## src/rtl/cpb_pkg.sv

```systemverilog
package cpb_pkg;
    localparam int unsigned CPB_L_W    = 2;
    localparam int unsigned CPB_K_W    = 4;
    localparam int unsigned CPB_SEL_W  = 2;
    localparam int unsigned CPB_SEL_PRI = 0;
    localparam int unsigned CPB_SEL_SEC = 1;
endpackage

```

## src/rtl/cpb_entry_qual.sv

```systemverilog
// Decides entry into and persistence of speed-up mode from the strobe level,
// its previous sample and the word-type code.
module cpb_entry_qual #(
    parameter int unsigned SEL_W   = 2,
    parameter int unsigned SEL_PRI = 0,
    parameter int unsigned SEL_SEC = 1
) (
    input  logic             strobe_i,
    input  logic             strobe_prev_i,
    input  logic [SEL_W-1:0] word_sel_i,
    input  logic             boost_q_i,
    output logic             enter_o,
    output logic             boost_d_o
);
    logic word_ok;

    generate
        if (SEL_PRI == SEL_SEC) begin : g_single
            assign word_ok = (word_sel_i == SEL_W'(SEL_PRI));
        end else begin : g_pair
            assign word_ok = (word_sel_i == SEL_W'(SEL_PRI)) ||
                             (word_sel_i == SEL_W'(SEL_SEC));
        end
    endgenerate

    assign enter_o   = strobe_i && !strobe_prev_i && word_ok;
    assign boost_d_o = enter_o || (boost_q_i && strobe_i);
endmodule

```

## src/rtl/cpb_scale_calc.sv

```systemverilog
// Maps mode and captured fields to the two pump multiplier codes.
module cpb_scale_calc #(
    parameter int unsigned LW  = 2,
    parameter int unsigned KW  = 4,
    parameter int unsigned PMW = 5,
    parameter int unsigned IMW = 8
) (
    input  logic           boost_i,
    input  logic [LW-1:0]  l_i,
    input  logic [KW-1:0]  k_i,
    output logic [PMW-1:0] pmult_o,
    output logic [IMW-1:0] imult_o
);
    logic [LW:0]    shamt;
    logic [PMW-1:0] boosted;

    always_comb begin
        shamt   = {1'b0, l_i} + (LW+1)'(1);
        boosted = PMW'(1) << shamt;
        if (boost_i) begin
            pmult_o = boosted;
            imult_o = IMW'(boosted) * IMW'(k_i);
        end else begin
            pmult_o = PMW'(1);
            imult_o = '0;
        end
    end
endmodule

```

## src/rtl/cpb_pump_steer.sv

```systemverilog
// Routes phase-detector pulses: up raises VCO frequency, down lowers it.
module cpb_pump_steer (
    input  logic boost_i,
    input  logic pd_up_i,
    input  logic pd_dn_i,
    output logic prop_up_o,
    output logic prop_dn_o,
    output logic int_up_o,
    output logic int_dn_o
);
    assign prop_up_o = pd_up_i;
    assign prop_dn_o = pd_dn_i;
    assign int_up_o  = pd_up_i && boost_i;
    assign int_dn_o  = pd_dn_i && boost_i;
endmodule

```

## src/rtl/cp_boost_ctrl.sv

```systemverilog
module cp_boost_ctrl #(
    parameter int unsigned LW      = cpb_pkg::CPB_L_W,
    parameter int unsigned KW      = cpb_pkg::CPB_K_W,
    parameter int unsigned SEL_W   = cpb_pkg::CPB_SEL_W,
    parameter int unsigned SEL_PRI = cpb_pkg::CPB_SEL_PRI,
    parameter int unsigned SEL_SEC = cpb_pkg::CPB_SEL_SEC,
    localparam int unsigned PMW    = (2**LW) + 1,
    localparam int unsigned IMW    = (2**LW) + KW
) (
    input  logic             clk,
    input  logic             rst_n,
    input  logic             strobe_i,
    input  logic [SEL_W-1:0] word_sel_i,
    input  logic [LW-1:0]    l_code_i,
    input  logic [KW-1:0]    k_code_i,
    input  logic             pd_up_i,
    input  logic             pd_dn_i,
    output logic             boost_o,
    output logic [PMW-1:0]   prop_mult_o,
    output logic             int_en_o,
    output logic [IMW-1:0]   int_mult_o,
    output logic             prop_up_o,
    output logic             prop_dn_o,
    output logic             int_up_o,
    output logic             int_dn_o
);
    typedef struct packed {
        logic           strb;
        logic           boost;
        logic [LW-1:0]  l;
        logic [KW-1:0]  k;
        logic [PMW-1:0] pmult;
        logic [IMW-1:0] imult;
    } cpb_state_t;

    cpb_state_t state_d, state_q;

    logic           enter;
    logic           boost_nx;
    logic [LW-1:0]  l_nx;
    logic [KW-1:0]  k_nx;
    logic [PMW-1:0] pmult_nx;
    logic [IMW-1:0] imult_nx;
    logic [KW-1:0]  k_lat_q;

    cpb_entry_qual #(
        .SEL_W  (SEL_W),
        .SEL_PRI(SEL_PRI),
        .SEL_SEC(SEL_SEC)
    ) u_qual (
        .strobe_i     (strobe_i),
        .strobe_prev_i(state_q.strb),
        .word_sel_i   (word_sel_i),
        .boost_q_i    (state_q.boost),
        .enter_o      (enter),
        .boost_d_o    (boost_nx)
    );

    assign l_nx = enter ? l_code_i : state_q.l;
    assign k_nx = enter ? k_code_i : state_q.k;

    cpb_scale_calc #(
        .LW (LW),
        .KW (KW),
        .PMW(PMW),
        .IMW(IMW)
    ) u_scale (
        .boost_i(boost_nx),
        .l_i    (l_nx),
        .k_i    (k_nx),
        .pmult_o(pmult_nx),
        .imult_o(imult_nx)
    );

    always_comb begin
        state_d       = state_q;
        state_d.strb  = strobe_i;
        state_d.boost = boost_nx;
        state_d.l     = l_nx;
        state_d.k     = k_nx;
        state_d.pmult = pmult_nx;
        state_d.imult = imult_nx;
    end

    always_ff @(posedge clk) begin
        if (!rst_n) begin
            state_q.strb  <= 1'b0;
            state_q.boost <= 1'b0;
            state_q.l     <= '0;
            state_q.k     <= '0;
            state_q.pmult <= PMW'(1);
            state_q.imult <= '0;
        end else begin
            state_q <= state_d;
        end
    end

    cpb_pump_steer u_steer (
        .boost_i  (state_q.boost),
        .pd_up_i  (pd_up_i),
        .pd_dn_i  (pd_dn_i),
        .prop_up_o(prop_up_o),
        .prop_dn_o(prop_dn_o),
        .int_up_o (int_up_o),
        .int_dn_o (int_dn_o)
    );

    assign boost_o     = state_q.boost;
    assign int_en_o    = state_q.boost;
    assign prop_mult_o = state_q.pmult;
    assign int_mult_o  = state_q.imult;
    assign k_lat_q     = state_q.k;
endmodule

```

## config.mk

```make
export PLATFORM = sky130hd
export DESIGN_NAME = cp_boost_ctrl
export DESIGN_NICKNAME = d
export VERILOG_FILES = /design/src/rtl/cpb_pkg.sv /design/src/rtl/cpb_entry_qual.sv /design/src/rtl/cpb_scale_calc.sv /design/src/rtl/cpb_pump_steer.sv /design/src/rtl/cp_boost_ctrl.sv
export SDC_FILE = /design/constraint.sdc
export NUM_CORES = 1
export LEC_CHECK = 0
export BUFFER_PORTS_ARGS = -buffer_cell sky130_fd_sc_hd__buf_2
export CELL_PAD_IN_SITES_DETAIL_PLACEMENT = 1
export CELL_PAD_IN_SITES_GLOBAL_PLACEMENT = 2
export CORE_MARGIN = 10
export CORE_UTILIZATION = 36
export CTS_BUF_LIST = sky130_fd_sc_hd__clkbuf_8
export DETAILED_ROUTE_END_ITERATION = 10
export PLACE_DENSITY_LB_ADDON = 0.1
export REMOVE_ABC_BUFFERS = 1
export SLEW_MARGIN = 40
export SYNTH_ARGS = -nofsm -noshare
export SYNTH_HDL_FRONTEND = slang
export SYNTH_SLANG_ARGS = --single-unit
```

## constraint.sdc

```tcl
create_clock -name clk -period 7.9 [get_ports clk]
set_input_delay 1.58 -clock clk [delete_from_list [all_inputs] [get_ports clk]]
set_output_delay 1.58 -clock clk [all_outputs]
set_load 0.02 [all_outputs]
```

==> results of run 1 <==
## worst max path at each step
stage / cells past startpoint / end / start
after floorplan: 13 / int_mult_o[7]$_SDFF_PN0_ / word_sel_i[1]
after global placement: 14 / int_mult_o[7]$_SDFF_PN0_ / word_sel_i[1]
after detailed placement: 14 / int_mult_o[7]$_SDFF_PN0_ / word_sel_i[1]
after CTS: 14 / int_mult_o[7]$_SDFF_PN0_ / word_sel_i[1]
after global routing: 15 / int_mult_o[7]$_SDFF_PN0_ / word_sel_i[1]
final: 15 / int_mult_o[7]$_SDFF_PN0_ / word_sel_i[1]
## worst max-delay path, stage by stage
cell	delay (ns)
buf_2	0.11
nor3b_4	0.34
buf_6	0.22
nor3_1	0.06
a31oi_1	0.45
nor2_1	0.13
fa_1	0.55
inv_1	0.05
fa_1	0.54
inv_1	0.04
ha_1	0.35
o21ai_0	0.24
o21ai_0	0.14
and3_1	0.19
mux2_2	0.25
## Yosys cell counts (2+ instances only)
| cell | count |
|---|---|
| dfxtp_1 | 21 |
| nor3_1 | 2 |
| conb_1 | 2 |
| and2_2 | 2 |
| xnor2_1 | 2 |
| a31oi_1 | 4 |
| or2_1 | 5 |
| nor2b_1 | 6 |
| inv_1 | 9 |
| nor2_1 | 18 |
| fa_1 | 6 |
| a21o_1 | 2 |
| o21ai_0 | 2 |
| or2_2 | 2 |
| mux2i_1 | 7 |
| buf_4 | 16 |
| xor2_1 | 2 |
| nand3_1 | 2 |
| and2_1 | 5 |
| ha_1 | 11 |
| nor3b_1 | 2 |
| a21oi_1 | 2 |
| a211oi_1 | 2 |
## metrics by stage
| step | setup WS (ns) | cell area, um2 | cells |
|---|---|---|---|
| after floorplan | 2.97 | 1190 | 123 |
| after global placement | 2.39 | 1400 | 199 |
| after detailed placement | 2.28 | 1400 | 199 |
| after CTS | 2.56 | 1450 | 203 |
| after global routing | 2.53 | 1460 | 204 |
| final | 2.82 | 1460 | 204 |
## where the power goes
| group | leakage [uW] | total [uW] | switching [uW] | internal (uW) |
|---|---|---|---|---|
| Combinational | 0.000537 | 41.5 | 24.9 | 16.6 |
| Sequential | 0.000171 | 111 | 1.77 | 110 |
| Clock | 0.0000217 | 73.3 | 37.6 | 35.7 |
## per-layer routing
metal	up-vias	routed length (um)
met2	16	1470
met4	0	38
met3	5	179
li1	469	-
met5	-	0
met1	445	1090
## cell families (layout without fill, tap and decap cells)
logic type | Yosys count | count (layout) | share of synthesized area
DFF | 21 | 21 | 0.319
xor gates and xnor gates | 4 | 4 | 0.0266
and+or+nand+nor | 47 | 47 | 0.197
adders and majority gates | 17 | 17 | 0.196
AOI/OAI and AO/OA | 13 | 13 | 0.0693
buffers and inverters | 26 | 44 | 0.125
muxes | 8 | 8 | 0.0617
other | 2 | 4 | 0.00570
## state kept, by name (all words and copies together), names as in the netlist
signal	flops
state_q	3
boost_o	1
k_lat_q	4
int_mult_o	8
prop_mult_o	5
## cell usage in the layout (no fill, tap or decap)
| cell type | Yosys | final |
|---|---|---|
| buf_2 | 0 | 30 |
| dfxtp_1 | 21 | 21 |
| nor2_1 | 18 | 18 |
| ha_1 | 11 | 11 |
| inv_1 | 9 | 9 |
| mux2i_1 | 7 | 7 |
| nor2b_1 | 6 | 6 |
| fa_1 | 6 | 6 |
| or2_1 | 5 | 5 |
| and2_1 | 5 | 5 |
| a31oi_1 | 4 | 4 |
| conb_1 | 2 | 4 |
| clkbuf_8 | 0 | 3 |
| nor3b_1 | 2 | 2 |
| nor3_1 | 2 | 2 |
| or2_2 | 2 | 2 |
| and2_2 | 2 | 2 |
| a211oi_1 | 2 | 2 |
| o21ai_0 | 2 | 2 |
| a21oi_1 | 2 | 2 |
| nand3_1 | 2 | 2 |
| xor2_1 | 2 | 2 |
| xnor2_1 | 2 | 2 |
| a21o_1 | 2 | 2 |
| nor3b_4 | 1 | 1 |
| nand2_1 | 1 | 1 |
| o21ai_4 | 1 | 1 |
| and3_1 | 1 | 1 |
| mux2_2 | 1 | 1 |
| clkinvlp_4 | 0 | 1 |
| buf_6 | 1 | 1 |
## area by class of cell
cell class              instances  share of cell area
well taps                      46              0.0394
clock buffers                   3              0.0283
inverters                       9              0.0231
multi-input cells              93               0.506
clock inverters                 1             0.00514
repair buffers                 31               0.110
flip-flops and latches         21               0.288
==> flow_summary_export.csv, run 1 <==
group,metric,value,unit
synthesis,synth-main-ff-cell,"dfxtp_1",
clocking,root_buffer,"clkbuf_8",
synthesis,yosys_warnings,0,
routing,ant_nets,0,
sta,fin_crit_sh,0.643,
synthesis,yosysTopAreaCellShare,0.319,
pwr,power.leakage,0.000730,uW
grt,use_met2,0.175,
finish,area_growth,10.9,%
critical_path,r2r_end,"int_mult_o[7]$_SDFF_PN0_",
placement,portBuffers,30,
worst_hold_path,worstHoldStart,"k_lat_q[2]$_SDFF_PN0_",
grt,overflow,0,
critical_path,critPathRequiredTime,8.06,ns
clocking,cts.sink_count,21,
sta,relSlewSlack,0.622,
clocking,cts_resized,0,
routing,via_count,935,
synthesis,ys_ff_latch,21,
clocking,clockBufferDepth,2,
grt,grt_pass1_vias,1076,
synthesis,syn_inst,138,
synthesis,async_flop_share,0,
clocking,cts_hold_buf,0,
routing,wl_per_cell,13.6,um
pwr,power_density,155,nW/um2
critical_path,critPathKind,"input port to flip-flop",
grt,grt_busiest_layer,"met2",
worst_hold_path,hold_depth,2,
synthesis,yosys.area.top_type,"dfxtp_1",
finish,multiInputGateArea,739,um2
grt,grt_util_all_layers,0.0927,
finish,diodes,0,
sta,tightest_slew,0.564,ns
grt,grt_pass1_wl,4820,um
critical_path,reg2reg_slack,3.89,ns
sta,hold_viol,0,
placement,hpwl,2350,um
critical_path,path_max_fanout,13,
pwr,fin_total_pwr,226,uW
routing,drtIter0Drc,16,
sta,drv_slew,0,
worst_hold_path,hp-class,"flip-flop to flip-flop",
run_status,status,"finished, final reports clean",
grt,grtUsageMet3,0.0301,
synthesis,synth.avg_cell_area,9.55,um2
placement,gp_congestion,0.738,
finish,nets,189,
synthesis,seq_area_frac_synth,0.319,
critical_path,end_kind,"flip-flop",
clocking,cts_buffers,3,
critical_path,worstSetupStartpointType,"input port",
routing,route.detailed.drc,0,
floorplanning,die_area,6480,um2
clocking,clkLatencyLatePin,0.26,ns
synthesis,netlist_area,1320,um2
flow_run,drv_cap,0,
sta,setup_viol,0,
floorplanning,core_area,3440,um2
sta,tns,0,ns
critical_path,reg2reg_depth,14,
floorplanning,io_pins,32,
synthesis,synth-edff-count,0,
clocking,h-tree-depth,1,
critical_path,timing.rr.start,"state_q[20]$_SDFF_PN0_",
pwr,ir_drop,0.0000490,V
sta,clock.fmax,0.197,GHz
floorplanning,rows,21,
clocking,tritoncts,"done",
sta,clock_skew,0.000884,ns
sta,rsz0062_at_grt,"false",
critical_path,crit_arrival,5.24,ns
synthesis,synth_cell_types,29,
clocking,cts_setup_buffers,0,
clocking,path_clk_slew,0.08,ns
floorplanning,die_height,80.5,um
floorplanning,start_util,0.383,
synthesis,ys_top_cells_by_area,"dfxtp_1 32%, ha_1 10%, fa_1 9.1%, buf_4 9.1%, mux2i_1 5.3%",
finish,finish.utilization,0.425,
floorplanning,die_x,80.5,um
grt,grt_util_met1,0.0916,
grt,grt_max_degree,17,
sta,fin_crit,5.08,ns
finish,register_area,420,um2
finish,nFillCells,417,
routing,firstDrtPassIters,4,
worst_hold_path,min_to,"k_lat_q[2]$_SDFF_PN0_",
routing,via_per_inst,4.58,
sta,worst_hold_slack,0.592,ns
grt,antenna_found_initial,0,
routing,drt-total-wl,2770,um
finish,drive_above_1_share,0.266,
No activity file was read; power rests on OpenSTA's default activity.
==> run 2: changes to the inputs <==
--- a/config.mk
+++ b/config.mk
@@ -9,7 +9,7 @@
 export CELL_PAD_IN_SITES_DETAIL_PLACEMENT = 1
 export CELL_PAD_IN_SITES_GLOBAL_PLACEMENT = 2
 export CORE_MARGIN = 10
-export CORE_UTILIZATION = 36
+export CORE_UTILIZATION = 33
 export CTS_BUF_LIST = sky130_fd_sc_hd__clkbuf_8
 export DETAILED_ROUTE_END_ITERATION = 10
 export PLACE_DENSITY_LB_ADDON = 0.1
==> constraint.sdc (replaced) <==
create_clock -name clk -period 5.1 [get_ports clk]
set_input_delay 1.02 -clock clk [delete_from_list [all_inputs] [get_ports clk]]
set_output_delay 1.02 -clock clk [all_outputs]
set_load 0.02 [all_outputs]
==> run 2 against run 1 <==
  * Count of clock-buffer cells in the layout stayed put
  * Critical path depth shrank 1
  * Global-route usage is 1.4 points lower
  * Routed wire length is 1.2% lower
  * Clock power is 53% higher
  * Critical endpoint unchanged
  * Clock skew rose by 0.0022 ns
  * Largest cell class unchanged
  * Sequential power increased by 55%
  * Design area up 1.5%
==> flow_summary_export.csv, run 2 (synthesis gave the netlist of run 1 again) <==
group,metric,value,unit
floorplanning,io_pins,32,
floorplanning,die_x,83.2,um
finish,diodes,0,
routing,route.detailed.drc,0,
sta,rsz0062_at_grt,"false",
finish,final_cells,209,
finish,drive_above_1_share,0.280,
grt,grt_max_degree,14,
clocking,cts_resized,0,
clocking,cts_hold_buf,0,
sta,clock.fmax,0.227,GHz
sta,relSlewSlack,0.664,
finish,nets,192,
clocking,tritoncts,"done",
critical_path,critPathLaunch,"word_sel_i[1]",
flow_run,drv_cap,0,
routing,drtIter0Drc,37,
routing,via_count,970,
worst_hold_path,worstHoldStart,"k_lat_q[2]$_SDFF_PN0_",
finish,register_area,420,um2
routing,drt-total-wl,2740,um
critical_path,worstSetupStartpointType,"input port",
pwr,power.leakage,0.000743,uW
worst_hold_path,hp-class,"flip-flop to flip-flop",
critical_path,end_kind,"flip-flop",
placement,place_ws,0.414,ns
placement,portBuffers,30,
pwr,ir_drop,0.0000953,V
clocking,root_buffer,"clkbuf_8",
floorplanning,rows,22,
routing,firstDrtPassIters,2,
placement,hpwl,2310,um
sta,fin_ws,0.703,ns
sta,tightest_slew,0.502,ns
pwr,power_density,235,nW/um2
routing,wl_per_cell,13.1,um
finish,final_common_cell,"buf_2",
floorplanning,start_util,0.349,
floorplanning,die_area,6920,um2
floorplanning,core_area,3770,um2
sta,fin_crit_sh,0.862,
routing,ant_nets,0,
sta,setup_viol,0,
clocking,cts_setup_buffers,0,
finish,most-common-layout-cells,"30 x buf_2, 21 x dfxtp_1, 18 x nor2_1",
critical_path,max_stage_delay,0.57,ns
critical_path,critPathRequiredTime,5.25,ns
sta,clock_skew,0.00311,ns
placement,gp_congestion,0.777,
sta,drv_slew,0,
placement,numPlacedInstances,205,
clocking,h-tree-depth,1,
grt,grt_pass1_vias,1034,
floorplanning,die_height,83.2,um
finish,multiInputGateArea,739,um2
sta,hold_viol,0,
critical_path,path_max_fanout,9,
sta,fin_crit,4.40,ns
clocking,cts_buffers,3,
grt,grt_util_all_layers,0.0790,
grt,antenna_found_initial,0,
critical_path,critPathKind,"input port to flip-flop",
sta,tns,0,ns
clocking,clkLatencyLatePin,0.26,ns
clocking,cts.sink_count,21,
run_status,status,"finished, final reports clean",
finish,largest_register_ffs,8,
critical_path,critPathSlowestCell,"fa_1",
critical_path,critical_path.cell_chain,"buf_2 -> nor3b_4 -> buf_4 -> mux2i_1 -> nor2_1 -> fa_1 -> inv_1 -> fa_1 -> inv_1 -> ha_1 -> a211oi_1 -> o21ai_0 -> and3_1 -> mux2_2",
critical_path,timing.rr.start,"state_q[20]$_SDFF_PN0_",
finish,nFillCells,462,
critical_path,crit_arrival,4.55,ns
clocking,clockBufferDepth,2,
grt,overflow,0,
grt,grt_pass1_wl,4730,um
pwr,fin_total_pwr,349,uW
finish,area_growth,12.5,%
clocking,path_clk_slew,0.08,ns
routing,via_per_inst,4.64,
run 2: changes by cell type in the layout (fill, tap and decap cells not counted):
cell / change
buf_4: +4
buf_6: -1
run 2: final cells by class:
cell class,count,area share
flip-flops and latches,21,0.284
repair buffers,34,0.122
clock buffers,3,0.0278
multi-input cells,93,0.499
inverters,9,0.0228
clock inverters,1,0.00506
well taps,48,0.0405
run 2: critical path: cells and delay by family:
kind	cells	cell delay, ns
fa+ha+maj	3	1.34
simple gates	3	0.69
mux	2	0.58
compound gates	2	0.49
buf+inv	4	0.42
run 2: metal layers:
| metal | track usage | up-vias | wire length, um |
|---|---|---|---|
| met2 | 0.129 | 20 | 1260 |
| li1 | - | 475 | - |
| met5 | 0 | - | 0 |
| met3 | 0.0244 | 2 | 168 |
| met4 | 0.0231 | 0 | 15 |
| met1 | 0.0963 | 473 | 1290 |
run 2: power breakdown:
part	leakage, uW	total [uW]	switching (uW)	internal [uW]
combinational	0.000550	64.8	38.1	26.7
clock	0.0000217	112	56.5	55.1
sequential	0.000171	172	2.71	170
total	0.000743	349	97.3	251
run 2: per-stage QoR:
stage / utilization / hold slack [ns] / cell area (um2)
after floorplan: - / 0.521 / 1190
after global placement: 0.380 / 0.577 / 1430
after global routing: 0.393 / 0.661 / 1480
final: 0.393 / 0.593 / 1480
after detailed placement: 0.380 / 0.589 / 1430
after CTS: 0.393 / 0.609 / 1480
run 2: worst paths after layout:
| check | end | slack, ns | cells past startpoint |
|---|---|---|---|
| hold reg to reg | k_lat_q[2]$_SDFF_PN0_ | 0.59 | 2 |
| setup reg to reg | int_mult_o[7]$_SDFF_PN0_ | 1.22 | 13 |
| setup / recovery | int_mult_o[7]$_SDFF_PN0_ | 0.70 | 14 |
| hold / removal | k_lat_q[2]$_SDFF_PN0_ | 0.59 | 2 |
==> run 3: changes to the inputs <==
--- a/config.mk
+++ b/config.mk
@@ -5,11 +5,12 @@
 export SDC_FILE = /design/constraint.sdc
 export NUM_CORES = 1
 export LEC_CHECK = 0
+export ABC_AREA = 1
 export BUFFER_PORTS_ARGS = -buffer_cell sky130_fd_sc_hd__buf_2
 export CELL_PAD_IN_SITES_DETAIL_PLACEMENT = 1
 export CELL_PAD_IN_SITES_GLOBAL_PLACEMENT = 2
 export CORE_MARGIN = 10
-export CORE_UTILIZATION = 33
+export CORE_UTILIZATION = 31
 export CTS_BUF_LIST = sky130_fd_sc_hd__clkbuf_8
 export DETAILED_ROUTE_END_ITERATION = 10
 export PLACE_DENSITY_LB_ADDON = 0.1
==> run 3 against run 2 <==
  * Utilization down 3.7 points
  * Largest power group unchanged
  * Sequential power about the same
  * Non-clock buffer count down 4
  * Synthesized area down 2.0%
  * Critical path type unchanged
  * Largest cell class unchanged
==> flow_summary_export.csv, run 3 <==
group,metric,value,unit
routing,drt-total-wl,2920,um
finish,largest_register_ffs,8,
finish,finish.utilization,0.357,
placement,gp_congestion,0.755,
synthesis,yosysTopAreaCellShare,0.326,
routing,ant_nets,0,
pwr,ir_drop,0.0000808,V
critical_path,critPathRequiredTime,5.25,ns
sta,fin_ws,1.11,ns
critical_path,worstSetupStartpointType,"input port",
run_status,status,"finished, final reports clean",
sta,fin_crit_sh,0.782,
critical_path,timing.rr.start,"state_q[20]$_SDFF_PN0_",
grt,grt_util_all_layers,0.0873,
clocking,root_buffer,"clkbuf_8",
sta,clock_skew,0.00461,ns
clocking,cts.sink_count,21,
clocking,cts_hold_buf,0,
sta,fin_crit,3.99,ns
placement,place_ws,0.835,ns
clocking,clockBufferDepth,2,
grt,grt_max_degree,12,
clocking,path_clk_slew,0.08,ns
clocking,clkLatencyLatePin,0.26,ns
synthesis,synthAdderAreaFrac,0.200,
critical_path,reg2reg_depth,16,
grt,grt_pass1_wl,5200,um
critical_path,path_max_fanout,9,
routing,firstDrtPassIters,3,
synthesis,synth-edff-count,0,
grt,antenna_found_initial,0,
routing,via_per_inst,4.25,
critical_path,cp_common_cell,"nand2_1",
critical_path,critPathKind,"input port to flip-flop",
synthesis,yosys-top-cells-count,"28 x nor2_1, 27 x inv_1, 21 x dfxtp_1, 21 x nand2_1, 16 x buf_4",
synthesis,async_flop_share,0,
synthesis,ys_top_cells_by_area,"dfxtp_1 33%, ha_1 11%, fa_1 9.3%, buf_4 9.3%, nor2_1 8.1%",
synthesis,synth-main-ff-cell,"dfxtp_1",
synthesis,netlist_area,1290,um2
synthesis,seq_area_frac_synth,0.326,
clocking,h-tree-depth,1,
sta,tns,0,ns
synthesis,synth_simple_gate_area_frac,0.210,
routing,drtIter0Drc,9,
synthesis,syn_inst,164,
placement,portBuffers,30,
finish,area_growth,11.2,%
clocking,cts_buffers,3,
floorplanning,core_area,4030,um2
sta,drv_slew,0,
synthesis,synth_top_family_by_area,"simple AND/OR/NAND/NOR gates",
finish,nets,215,
routing,route.detailed.drc,0,
synthesis,ys_ff_latch,21,
floorplanning,start_util,0.320,
synthesis,synth_cell_types,22,
pwr,power.leakage,0.000792,uW
flow_run,drv_cap,0,
synthesis,synthXorXnorAreaFrac,0.00678,
pwr,power_density,239,nW/um2
clocking,tritoncts,"done",
finish,most-common-layout-cells,"30 x buf_2, 28 x inv_1, 28 x nor2_1",
grt,grt_pass1_vias,1119,
routing,via_count,994,
synthesis,yosys_warnings,0,
clocking,cts_resized,0,
synthesis,synth.avg_cell_area,7.87,um2
synthesis,yosys.area.top_type,"dfxtp_1",
floorplanning,die_x,84.5,um
critical_path,crit_arrival,4.14,ns
floorplanning,io_pins,32,
worst_hold_path,worstHoldStart,"boost_o$_SDFF_PN0_",
placement,hpwl,2490,um
worst_hold_path,hp-class,"flip-flop to flip-flop",
critical_path,r2r_end,"int_mult_o[6]$_SDFF_PN0_",
finish,nFillCells,513,
finish,drive_above_1_share,0.228,
floorplanning,die_area,7150,um2
sta,setup_viol,0,
critical_path,end_kind,"flip-flop",
sta,rsz0062_at_grt,"false",
clocking,cts_setup_buffers,0,
sta,clock.fmax,0.251,GHz
critical_path,critPathCapture,"int_mult_o[6]$_SDFF_PN0_",
synthesis,synth.most_common_cell,"nor2_1",
critical_path,max_stage_delay,0.53,ns
critical_path,critPathSlowestCell,"fa_1",
sta,hold_viol,0,
finish,final_common_cell,"buf_2",
synthesis,synth_mux_area_frac,0.00775,
finish,diodes,0,
critical_path,critical_path.cell_chain,"buf_2 -> inv_1 -> nand3_4 -> nand2_1 -> nand2_2 -> nor2_1 -> nand2_1 -> fa_1 -> inv_1 -> fa_1 -> fa_1 -> nand2_1 -> inv_1 -> o21ai_0 -> nand2_1 -> o21ai_0 -> a21oi_1",
grt,overflow,0,
synthesis,synth_compound_area_frac,0.0610,
critical_path,critPathLaunch,"word_sel_i[1]",
routing,wl_per_cell,12.5,um
floorplanning,rows,23,
floorplanning,die_height,84.5,um
critical_path,reg2reg_slack,1.65,ns
-- run 3: per-layer routing --
metal,GRT usage,part of all wire,vias up
met5,0,0,-
met4,0.0314,0.0075,0
met3,0.0280,0.060,2
met2,0.139,0.44,21
met1,0.107,0.49,451
li1,-,-,520
-- run 3: report_power, final --
part / total [uW] / internal [uW] / switching (uW)
Combinational: 63.2 / 21.3 / 41.9
Sequential: 171 / 170 / 1.55
Clock: 108 / 53.7 / 54.7
Total: 343 / 245 / 98.2
-- run 3: how the worst min path moves through the flow --
| stage | endpoint | slack (ns) | cells past startpoint |
|---|---|---|---|
| 2_1_floorplan | k_lat_q[0]$_SDFF_PN0_ | 0.51 | 2 |
| 3_3_place_gp | k_lat_q[0]$_SDFF_PN0_ | 0.59 | 2 |
| 3_5_place_dp | boost_o$_SDFF_PN0_ | 0.60 | 2 |
| 4_1_cts | boost_o$_SDFF_PN0_ | 0.62 | 2 |
| 5_1_grt | boost_o$_SDFF_PN0_ | 0.65 | 2 |
| 6_report | boost_o$_SDFF_PN0_ | 0.60 | 2 |
-- run 3: stage by stage --
step / total power [uW] / area (um2) / cells / hold WS [ns]
floorplan: 218 / 1180 / 150 / 0.512
global placement: 239 / 1390 / 230 / 0.595
detailed placement: 240 / 1390 / 230 / 0.603
CTS: 352 / 1440 / 234 / 0.616
global route: 369 / 1440 / 234 / 0.650
finish: 343 / 1440 / 234 / 0.597
-- run 3: area by class of cell --
cell class,instances,area (um2),share of cell area
clock inverters,1,3.75,0.00261
flip-flops and latches,21,420,0.293
inverters,31,116,0.0810
repair buffers,30,150,0.105
well taps,50,62.6,0.0436
multi-input cells,98,642,0.447
clock buffers,3,41.3,0.0287
-- run 3: cell families after synthesis --
logic type	after synthesis
AOI/OAI and AO/OA	13
buffers and inverters	47
DFF	21
adders and majority gates	17
other	2
xor gates and xnor gates	1
muxes	1
and+or+nand+nor	62
-- run 3: worst max-delay path, delay by kind of cell --
family | cells | cell delay (ns)
and+or+nand+nor | 7 | 0.92
adders and majority gates | 3 | 1.48
AOI/OAI and AO/OA | 3 | 0.40
buffers and inverters | 4 | 0.33
